<file path="src/rtl/mp_uart_pkg.sv">
package mp_uart_pkg;
  typedef enum logic [2:0] {
    ST_IDLE,
    ST_START,
    ST_DATA,
    ST_NINTH,
    ST_STOP
  } rx_state_t;
endpackage

</file>
<file path="src/rtl/rx_sync.sv">
module rx_sync #(
  parameter int STAGES = 2
) (
  input  logic clk,
  input  logic rst,
  input  logic din,
  output logic dout
);
  logic [STAGES-1:0] sr;

  always_ff @(posedge clk) begin
    if (rst) sr <= '1;
    else     sr <= {sr[STAGES-2:0], din};
  end

  assign dout = sr[STAGES-1];
endmodule

</file>
<file path="src/rtl/rx_framer.sv">
module rx_framer
  import mp_uart_pkg::*;
#(
  parameter int OSR   = 16,
  parameter int DBITS = 8
) (
  input  logic             clk,
  input  logic             rst,
  input  logic             tick,
  input  logic             rxd,
  input  logic             frame11,
  output logic             ev_last,
  output logic             ev_stop,
  output logic [DBITS-1:0] data,
  output logic             ninth,
  output logic             stop_bit
);
  localparam int CW  = $clog2(OSR);
  localparam int BW  = $clog2(DBITS + 1);
  localparam int S_M = OSR / 2;
  localparam int S_A = S_M - 1;
  localparam int S_B = S_M + 1;

  rx_state_t      st;
  logic [CW-1:0]  cnt;
  logic [BW-1:0]  bidx;
  logic           v0, v1, vote;

  assign vote = (v0 & v1) | (v0 & rxd) | (v1 & rxd);

  always_ff @(posedge clk) begin
    if (rst) begin
      st       <= ST_IDLE;
      cnt      <= '0;
      bidx     <= '0;
      v0       <= 1'b1;
      v1       <= 1'b1;
      data     <= '0;
      ninth    <= 1'b0;
      stop_bit <= 1'b1;
      ev_last  <= 1'b0;
      ev_stop  <= 1'b0;
    end else begin
      ev_last <= 1'b0;
      ev_stop <= 1'b0;
      if (tick) begin
        if (st == ST_IDLE) begin
          if (!rxd) begin
            st  <= ST_START;
            cnt <= '0;
          end
        end else begin
          cnt <= cnt + 1'b1;
          if (cnt == CW'(S_A)) v0 <= rxd;
          if (cnt == CW'(S_M)) v1 <= rxd;
          if (cnt == CW'(S_B)) begin
            case (st)
              ST_START: if (vote) st <= ST_IDLE;
              ST_DATA: begin
                data <= {vote, data[DBITS-1:1]};
                bidx <= bidx + 1'b1;
                if (!frame11 && bidx == BW'(DBITS - 1)) ev_last <= 1'b1;
              end
              ST_NINTH: begin
                ninth   <= vote;
                ev_last <= 1'b1;
              end
              ST_STOP: begin
                stop_bit <= vote;
                ev_stop  <= 1'b1;
                st       <= ST_IDLE;
              end
              default: st <= ST_IDLE;
            endcase
          end
          if (cnt == CW'(OSR - 1)) begin
            case (st)
              ST_START: begin
                st   <= ST_DATA;
                bidx <= '0;
              end
              ST_DATA:  if (bidx == BW'(DBITS)) st <= frame11 ? ST_NINTH : ST_STOP;
              ST_NINTH: st <= ST_STOP;
              default:  ;
            endcase
          end
        end
      end
    end
  end

  AST_STOP_ENDS_FRAME: assert property (@(posedge clk) disable iff (rst)
    ev_stop |-> (st == ST_IDLE));
  AST_EVENTS_APART: assert property (@(posedge clk) disable iff (rst)
    $onehot0({ev_last, ev_stop}));
endmodule

</file>
<file path="src/rtl/rx_accept.sv">
module rx_accept #(
  parameter int DBITS = 8
) (
  input  logic             clk,
  input  logic             rst,
  input  logic             ev_last,
  input  logic             ev_stop,
  input  logic [DBITS-1:0] data,
  input  logic             ninth,
  input  logic             stop_bit,
  input  logic             frame11,
  input  logic             fe_mode,
  input  logic             mp_en,
  input  logic [DBITS-1:0] node_addr,
  input  logic [DBITS-1:0] bcast_addr,
  input  logic             clr_ri,
  input  logic             clr_fe,
  output logic [DBITS-1:0] rx_data,
  output logic             rx_ninth,
  output logic             ri,
  output logic             fe
);
  logic late, decide, hit, addr_ok, busy, load, fe_set, took;

  assign late    = fe_mode | (mp_en & ~frame11);
  assign decide  = late ? ev_stop : ev_last;
  assign hit     = (data == node_addr) | (data == bcast_addr);
  assign addr_ok = ~mp_en | (hit & (frame11 ? ninth : stop_bit));
  assign busy    = ri & ~clr_ri;
  assign load    = decide & addr_ok & ~busy;
  assign fe_set  = ev_stop & ~stop_bit;

  always_ff @(posedge clk) begin
    if (rst) begin
      rx_data  <= '0;
      rx_ninth <= 1'b0;
      ri       <= 1'b0;
      fe       <= 1'b0;
      took     <= 1'b0;
    end else begin
      if (load) begin
        rx_data  <= data;
        rx_ninth <= frame11 ? ninth : stop_bit;
        ri       <= 1'b1;
      end else if (clr_ri) begin
        ri <= 1'b0;
      end
      if (ev_stop && !frame11 && took) rx_ninth <= stop_bit;
      if (load && !ev_stop) took <= 1'b1;
      else if (ev_stop)     took <= 1'b0;
      if (fe_set)      fe <= 1'b1;
      else if (clr_fe) fe <= 1'b0;
    end
  end

  AST_FE_STICKY: assert property (@(posedge clk) disable iff (rst)
    (fe && !clr_fe) |=> fe);
  AST_FE_CLEAR: assert property (@(posedge clk) disable iff (rst)
    (clr_fe && !fe_set) |=> !fe);
  AST_RI_HOLD: assert property (@(posedge clk) disable iff (rst)
    (ri && !clr_ri) |=> ri);
  AST_DATA_HOLD: assert property (@(posedge clk) disable iff (rst)
    (ri && !clr_ri) |=> $stable(rx_data));
  AST_NO_MISS_SET: assert property (@(posedge clk) disable iff (rst)
    (fe_set && clr_fe) |=> fe);
endmodule

</file>
<file path="src/rtl/mp_uart_rx.sv">
module mp_uart_rx #(
  parameter int OSR   = 16,
  parameter int DBITS = 8,
  parameter int SYNC  = 2
) (
  input  logic             clk,
  input  logic             rst,
  input  logic             tick16,
  input  logic             rxd,
  input  logic             frame11,
  input  logic             fe_mode,
  input  logic             mp_en,
  input  logic [DBITS-1:0] node_addr,
  input  logic [DBITS-1:0] bcast_addr,
  input  logic             clr_ri,
  input  logic             clr_fe,
  output logic [DBITS-1:0] rx_data,
  output logic             rx_ninth,
  output logic             ri,
  output logic             fe
);
  logic             rxd_s, ev_last, ev_stop, ninth, stop_bit;
  logic [DBITS-1:0] data;

  rx_sync #(.STAGES(SYNC)) u_sync (
    .clk(clk), .rst(rst), .din(rxd), .dout(rxd_s)
  );

  rx_framer #(.OSR(OSR), .DBITS(DBITS)) u_framer (
    .clk(clk), .rst(rst), .tick(tick16), .rxd(rxd_s), .frame11(frame11),
    .ev_last(ev_last), .ev_stop(ev_stop), .data(data), .ninth(ninth),
    .stop_bit(stop_bit)
  );

  rx_accept #(.DBITS(DBITS)) u_accept (
    .clk(clk), .rst(rst), .ev_last(ev_last), .ev_stop(ev_stop), .data(data),
    .ninth(ninth), .stop_bit(stop_bit), .frame11(frame11), .fe_mode(fe_mode),
    .mp_en(mp_en), .node_addr(node_addr), .bcast_addr(bcast_addr),
    .clr_ri(clr_ri), .clr_fe(clr_fe), .rx_data(rx_data), .rx_ninth(rx_ninth),
    .ri(ri), .fe(fe)
  );
endmodule

</file>
<file path="config.mk">
export PLATFORM = sky130hd
export DESIGN_NAME = mp_uart_rx
export DESIGN_NICKNAME = d
export VERILOG_FILES = /design/src/rtl/mp_uart_pkg.sv /design/src/rtl/rx_sync.sv /design/src/rtl/rx_framer.sv /design/src/rtl/rx_accept.sv /design/src/rtl/mp_uart_rx.sv
export SDC_FILE = /design/constraint.sdc
export NUM_CORES = 1
export LEC_CHECK = 0
export BUFFER_PORTS_ARGS = -buffer_cell sky130_fd_sc_hd__buf_2
export CAP_MARGIN = 20
export CORE_ASPECT_RATIO = 0.7
export CORE_UTILIZATION = 55
export DETAILED_ROUTE_END_ITERATION = 12
export PLACE_DENSITY = 0.79
export SLEW_MARGIN = 20
export SYNTH_ARGS = -nofsm -noshare
export SYNTH_HDL_FRONTEND = slang
export SYNTH_SLANG_ARGS = --single-unit
</file>
<file path="constraint.sdc">
create_clock -name clk -period 4.4 [get_ports clk]
set_input_delay 0.22 -clock clk [delete_from_list [all_inputs] [get_ports clk]]
set_output_delay 0.22 -clock clk [all_outputs]
set_load 0.03 [all_outputs]
</file>
==> results by group, run 1 <==
Timing
  • Setup_tns: 0 ns
  • Slew headroom: a little under three fifths
  • Final min period: 1.972 ns
  • RSZ-0062 raised after global routing: no
  • Final hold vios: 0
  • Max Slew Vio Count: 0
  • Fin crit share: between 40% and 50%
  • Final setup violation count: 0
  • Clk_skew: 0.006058 ns
  • Worst slew pin tran: between 0.6 and 0.7 ns
  • Highest clock rate: approximately 500 MHz

Clock network
  • H-tree levels: 2
  • Number of setup buffers added after CTS: 0
  • Post-CTS resize count: 0
  • Cts bufs inserted: 5
  • CTS tree: built
  • Worst skew pair latency: slightly below 0.3 ns
  • Clock slew at reported path FFs: about 0.070 ns
  • Root buffer cell: clkbuf_8
  • Post-CTS Hold Fix Bufs: 0
  • CTS sink count: 39
  • Longest Clk Path Bufs: 2

Hold path
  • Hold WC Path Type: in2reg

Logic synthesis
  • Unique masters post-synth: 43
  • Synthesized cell area: between 0.0015 and 0.002 mm²
  • Main synth FF type: dfxtp_1
  • Post-synthesis net count: 250
  • Syn Inst Count: between 200 and 250
  • Synthesis warning total: 0
  • Number of synthesized flops with an enable pin: 0
  • Sequential area share after synthesis: 39.57%
  • #FFs+latches synth: 39
  • Ys async rst share: 0%
  • Synth Area per Inst: between 8 and 9 µm²

GRT
  • GRT Util Overall: about a quarter
  • First-pass GRT wire length: ~6700 µm
  • Largest net degree at the start of global routing: 25
  • Vias in the first global route: around 1400
  • Initial antenna violation count: 0
  • Grt total ovfl: 0

Power and ir drop
  • Clock Power Share: approximately 37%
  • Comb power frac: 6.4%
  • Reg power frac: a little under three fifths
  • Max IR drop VDD: between 0.2 and 0.25 mV
  • Leak: roughly 0.94 nW
  • Net switching power: about 0.14 mW
  • Final Power: roughly 0.63 mW
  • Sw Share: between 20% and 30%
  • Power per cell area: 278.5 mW/mm²
  • P_int: 0.4825 mW

Worst setup path
  • Worst EP arrival: ~2.2 ns
  • R2r worst-path depth: 5
  • CP Capture Type: flop
  • Reg2reg end: u_accept.rx_data[1]
  • Critical Path RT: 4.62 ns
  • Worst Setup Start Kind: flop
  • Worst setup path end: u_accept.rx_data[1]
  • Reg-to-Reg Start: u_framer.data[1]
  • Crit-path max FO: 10
  • R2R Setup Slk: 2.43 ns
  • Crit path from: u_framer.data[1]
  • Crit Path Class: reg2reg

Placed design
  • PortBufs: 35
  • Inst Count DP: between 200 and 300
  • RePlAce Congestion: 0.9277
  • Cell Area, Placed: ~0.0022 mm²
  • DPL Wire Length: roughly 2900 µm

Drt
  • DRC viols: 0
  • DR iter-0 viols: 111
  • Final WL: between 3000 and 4000 µm
  • Routed via count: around 1600
  • First-pass iteration count of the detailed router: 4
  • Number of routed nets with antenna violations: 0
  • DR vias/cell: roughly 5.4
  • Routed WL per cell: approximately 13 µm

Floorplanning
  • Total Die Area: approximately 0.0038 mm²
  • Core footprint: roughly 0.0033 mm²
  • Die Wd: about 74 µm
  • # IOs: 36
  • Overall die height: between 50 and 60 µm
  • Core Rows: 17
  • Starting density of the core: 60.24%

Final layout
  • Non-Filler Instances: approximately 300
  • Ant diodes: 0
  • Nets: 284
  • Layout cells sized above 1: between 15 and 20%
  • Fin area: around 0.0022 mm²
  • Area grow syn2layout: 13.95%

Status
  • Status: completed

Job
  • Max-cap violations: 0
[synthesized netlist by cell type (2+ instances only)]
| master | number | area [µm²] |
|---|---|---|
| or2_2 | 2 | 12.51 |
| a221oi_1 | 2 | 17.52 |
| nor2_1 | 25 | 93.84 |
| nor2b_1 | 2 | 12.51 |
| nand2_1 | 28 | 105.1 |
| mux2i_1 | 23 | 230.2 |
| o21a_1 | 2 | 15.01 |
| o21ai_0 | 5 | 25.02 |
| nor4_1 | 5 | 31.28 |
| a22oi_1 | 3 | 22.52 |
| nand3b_1 | 2 | 15.01 |
| nand3_1 | 4 | 20.02 |
| inv_1 | 9 | 33.78 |
| nand2b_1 | 5 | 31.28 |
| dfxtp_1 | 39 | 780.8 |
| o211ai_1 | 3 | 22.52 |
| clkbuf_1 | 5 | 18.77 |
| xor2_1 | 18 | 157.7 |
| buf_2 | 2 | 10.01 |
| a21oi_1 | 4 | 20.02 |
| ha_1 | 5 | 62.56 |
| nor3_1 | 6 | 30.03 |
[flip-flops by register name, indices dropped and copies added, names as in the netlist, 2 cells and up]
name and flops:
u_accept.rx_data 8, u_framer.bidx 4, u_framer.cnt 4, u_framer.data 8, u_framer.st 3, u_sync.sr 2
[area by class of cell]
class                      count  area [µm²]
sequential                    39       780.7
timing repair buffer          36       182.7
inverter                       9       33.78
multi-input combinational    163        1111
fill                         272        1027
clock inverter                 1       5.005
clock buffer                   7       76.32
tap                           47       58.81
[metrics by stage]
stage / utilization [%] / setup slack [ns] / hold slack, ns
global route: 68.64 / 2.306 / 0.1034
global placement: 65.93 / 2.356 / 0.3946
finish: 68.64 / 2.428 / 0.1096
CTS: 68.41 / 2.262 / 0.1051
floorplan: - / 2.866 / 0.3238
detailed placement: 65.93 / 2.262 / 0.4017
[critical path, stage by stage (launching register included)]
cell and delay [ns]:
dfxtp_1 0.38, xor2_1 0.18, nor4_1 0.33, a22oi_1 0.18, o21ai_2 0.58, mux2i_1 0.26
[power by group through the flow]
stage          clock (mW)  combinational [mW]  sequential (mW)
2_1_floorplan           0              0.0225            0.364
3_3_place_gp            0              0.0394            0.365
3_5_place_dp            0              0.0398            0.365
4_1_cts             0.234              0.0399            0.357
5_1_grt             0.246              0.0442            0.357
6_report            0.229              0.0399            0.357
[logic make-up after synthesis]
family,Yosys count,share of synthesized area (%)
fa+ha+maj,6,3.678
buf+inv,18,4.122
mux,24,12.24
flops,39,39.57
simple gates,88,22.70
compound gates,26,9.258
xor+xnor,19,8.434
[how the worst min path moves through the flow]
stage	start	to	slack, ns	cells past startpoint
2_1_floorplan	rxd	u_sync.sr[0]	0.32	1
3_3_place_gp	u_sync.sr[0]	u_sync.sr[1]	0.39	1
3_5_place_dp	u_sync.sr[0]	u_sync.sr[1]	0.40	1
4_1_cts	rxd	u_sync.sr[0]	0.11	2
5_1_grt	rxd	u_sync.sr[0]	0.10	2
6_report	rxd	u_sync.sr[0]	0.11	2
[per-layer routing]
metal	global-route usage [%]	wire length [µm]	vias to the layer above
li1	-	-	821
met5	0	0	-
met1	34.58	2111	754
met4	8.654	48	0
met2	32.57	1568	47
met3	6.008	224	6
[cell usage in the layout, fill, tap and decap left out, drive strengths merged, types with 3 or more instances in the layout]
| cell | synthesis | layout |
|---|---|---|
| dfxtp | 39 | 39 |
| o211ai | 3 | 3 |
| nor4 | 5 | 5 |
| inv | 9 | 9 |
| nand2 | 28 | 28 |
| a21oi | 4 | 4 |
| nor3 | 7 | 7 |
| mux2i | 23 | 23 |
| buf | 4 | 36 |
| o21ai | 6 | 6 |
| ha | 5 | 5 |
| nand2b | 5 | 5 |
| xor2 | 18 | 18 |
| clkbuf | 5 | 7 |
| a22oi | 3 | 3 |
| nor2 | 25 | 25 |
| nand3 | 4 | 4 |
Note: power is estimated with default switching activity, not from simulation.
==> run 2: changes to the inputs <==
- CORE_UTILIZATION: 55 -> 49
- PLACE_DENSITY: 0.79 -> 0.74
- clock period: 4.4 -> 1.6 ns (I/O delays scaled with it)
==> run 2 against run 1 <==
Compared with the run above:
- the run now ends with negative setup slack left
- setup slack lost 2.6 ns
- via count rose by 9.8%
- sequential share of layout area shrank 5.5 points
- global-route usage increased by 1.2 points
- die area up 12%
- combinational power grew to 3.8 times the previous value
- worst hold slack got worse by 0.075 ns
- cell count up 11%
- maximum frequency increased by 13%
==> results by group, run 2 (synthesized netlist as in run 1, its figures left out) <==
Status
  • Status: complete, but fails checks (was completed)
  • Failing checks: negative setup slack

Worst setup path
  • Worst EP arrival: 1.98 ns (was 2.19 ns)
  • CP Capture Type: flop (unchanged)
  • Worst Setup Start Kind: flop (unchanged)
  • Critical Path RT: 1.83 ns (was 4.62 ns)
  • Crit-path max FO: 4 (was 10)
  • Crit Path Class: reg2reg (unchanged)

Timing
  • Highest clock rate: 572.9 MHz (was 507.2 MHz)
  • Post-route setup slack: -0.1455 ns (was 2.428 ns)
  • Fin crit share: 109.1% (was 44.81%)
  • Clk_skew: 0.008560 ns (was 0.006058 ns)
  • Final hold vios: 0 (unchanged)
  • Hold WS: 0.03410 ns (was 0.1096 ns)
  • Final min period: 1.746 ns (was 1.972 ns)
  • Slew headroom: 63.97% (was 55.80%)
  • Worst slew pin tran: 0.5398 ns (was 0.6630 ns)
  • Final setup violation count: 10 (was 0)
  • RSZ-0062 raised after global routing: yes (was no)
  • Max Slew Vio Count: 0 (unchanged)

Final layout
  • Fin util: 74.22% (was 68.64%)
  • Most frequent cells in the layout: buf_2, dfxtp_1, nand2_1, buf_4, nor2_1 (was dfxtp_1, buf_2, nand2_1)
  • Largest regs: u_accept.rx_data: 8 flops, u_framer.data: 8 flops (unchanged)
  • Layout cells sized above 1: 37.54% (was 19.22%)
  • Ant diodes: 0 (unchanged)
  • Nets: 314 (was 284)
  • Commonest non-fill, non-tap cell in the layout: buf_2 (was dfxtp_1)
  • Area grow syn2layout: 38.93% (was 13.95%)

Drt
  • Routed WL per cell: 16.16 µm (was 13.09 µm)
  • DRC viols: 0 (unchanged)
  • DR iter-0 viols: 118 (was 111)
  • Routed via count: 1787 (was 1628)
  • Final WL: 5412 µm (was 3952 µm)
  • DR vias/cell: 5.334 (was 5.391)
  • First-pass iteration count of the detailed router: 4 (unchanged)
  • Number of routed nets with antenna violations: 0 (unchanged)

Power and ir drop
  • Max IR drop VDD: 0.8523 mV (was 0.2289 mV)
  • Reg power frac: 45.9% (was 57.0%)
  • Sw Share: 22.17% (was 22.93%)
  • Comb power frac: 7.1% (was 6.4%)
  • Final Power: 2.124 mW (was 0.6261 mW)
  • Net switching power: 0.4708 mW (was 0.1436 mW)
  • Clock Power Share: 47.0% (was 36.6%)
  • P_int: 1.653 mW (was 0.4825 mW)
  • Leak: 1.140 nW (was 0.9439 nW)
  • Power per cell area: 774.8 mW/mm² (was 278.5 mW/mm²)

GRT
  • GRT Util Overall: 24.73% (was 23.48%)
  • Largest net degree at the start of global routing: 24 (was 25)
  • First-pass GRT wire length: 7707 µm (was 6686 µm)
  • Initial antenna violation count: 0 (unchanged)
  • Vias in the first global route: 1584 (was 1439)
  • Grt total ovfl: 0 (unchanged)

Floorplanning
  • Total Die Area: 0.004288 mm² (was 0.003835 mm²)
  • # IOs: 36 (unchanged)
  • Die Wd: 77.85 µm (was 73.59 µm)
  • Overall die height: 55.09 µm (was 52.11 µm)
  • Starting density of the core: 53.42% (was 60.24%)
  • Core footprint: 0.003694 mm² (was 0.003276 mm²)
  • Core Rows: 18 (was 17)

Placed design
  • RePlAce Congestion: 0.8955 (was 0.9277)
  • PortBufs: 35 (unchanged)
  • DPL Wire Length: 3393 µm (was 2902 µm)

Clock network
  • Longest Clk Path Bufs: 2 (unchanged)
  • Worst skew pair latency: 0.30 ns (was 0.29 ns)
  • CTS tree: built (unchanged)
  • CTS sink count: 39 (unchanged)
  • Cts bufs inserted: 5 (unchanged)
  • Clock slew at reported path FFs: 0.08 ns (was 0.07 ns)
  • H-tree levels: 2 (unchanged)
  • Root buffer cell: clkbuf_8 (unchanged)

Job
  • Max-cap violations: 0 (unchanged)

Hold path
  • Hold WC Path Type: in2reg (unchanged)
[run 2: changes by cell type in the layout (fill, tap and decap cells not counted), moves of 5 or more]
cell | before | now
buf_4 | 1 | 28
dfxtp_1 | 39 | 31
nor4_1 | 5 | 0
xor2_1 | 18 | 10
xor2_2 | 0 | 6
[run 2: timing repair]
item	in CTS	in global routing
endpoints found under the hold margin	1	0
hold buffers	1	0
pin swaps	3	9
cloned	0	1
resized for setup	10	27
setup buffers	1	2
setup endpoints to repair	10	23
[run 2: through the flow]
step	TNS, ns	std cells	worst slack, ns	instance area (µm²)
3_5_place_dp	-0.8380	322	-0.1099	2371
5_1_grt	-1.888	335	-0.2093	2741
2_1_floorplan	0	220	0.06576	1973
4_1_cts	0	332	0.004932	2565
3_3_place_gp	-0.8594	322	-0.1002	2371
6_report	-1.284	335	-0.1455	2741
[run 2: layout make-up]
cell class                      instances  area [µm²]
Clock buffer                            5       68.82
Inverter                                9       33.78
Multi-Input combinational cell        163        1267
Sequential cell                        39       800.8
Timing Repair Buffer                   66       440.4
Tap cell                               50       62.56
Fill cell                             261       952.2
Clock inverter                          3       67.56
[run 2: worst paths after layout]
path | from | endpoint | slack (ns) | depth (start not counted)
hold / removal | clr_fe | u_accept.fe | 0.03 | 3
hold reg to reg | u_sync.sr[0] | u_sync.sr[1] | 0.42 | 1
setup / recovery | u_framer.data[1] | u_accept.rx_data[6] | -0.15 | 6
setup reg to reg | u_framer.data[1] | u_accept.rx_data[6] | -0.15 | 6
[run 2: per-layer routing]
layer	up-vias	global-route usage, %	share of wire, %
met4	0	5.975	1.7
met2	76	36.28	43
met3	10	7.705	5.5
li1	878	-	-
met5	-	0	0
met1	823	35.15	50
[run 2: worst max-delay path, cell delays in order (launching register included)]
cell	delay, ns
dfxtp_4	0.38
xor2_2	0.16
nor4_2	0.33
a22oi_2	0.19
o21ai_4	0.26
clkbuf_16	0.19
mux2i_1	0.16
[run 2: power by group through the flow]
stage          Combinational [mW]  Sequential (mW)  Clock, mW
5_1_grt                     0.160            0.977       1.07
2_1_floorplan              0.0620             1.00          0
3_5_place_dp                0.119             1.00          0
6_report                    0.150            0.976      0.998
4_1_cts                     0.127            0.981       1.01
3_3_place_gp                0.118             1.00          0
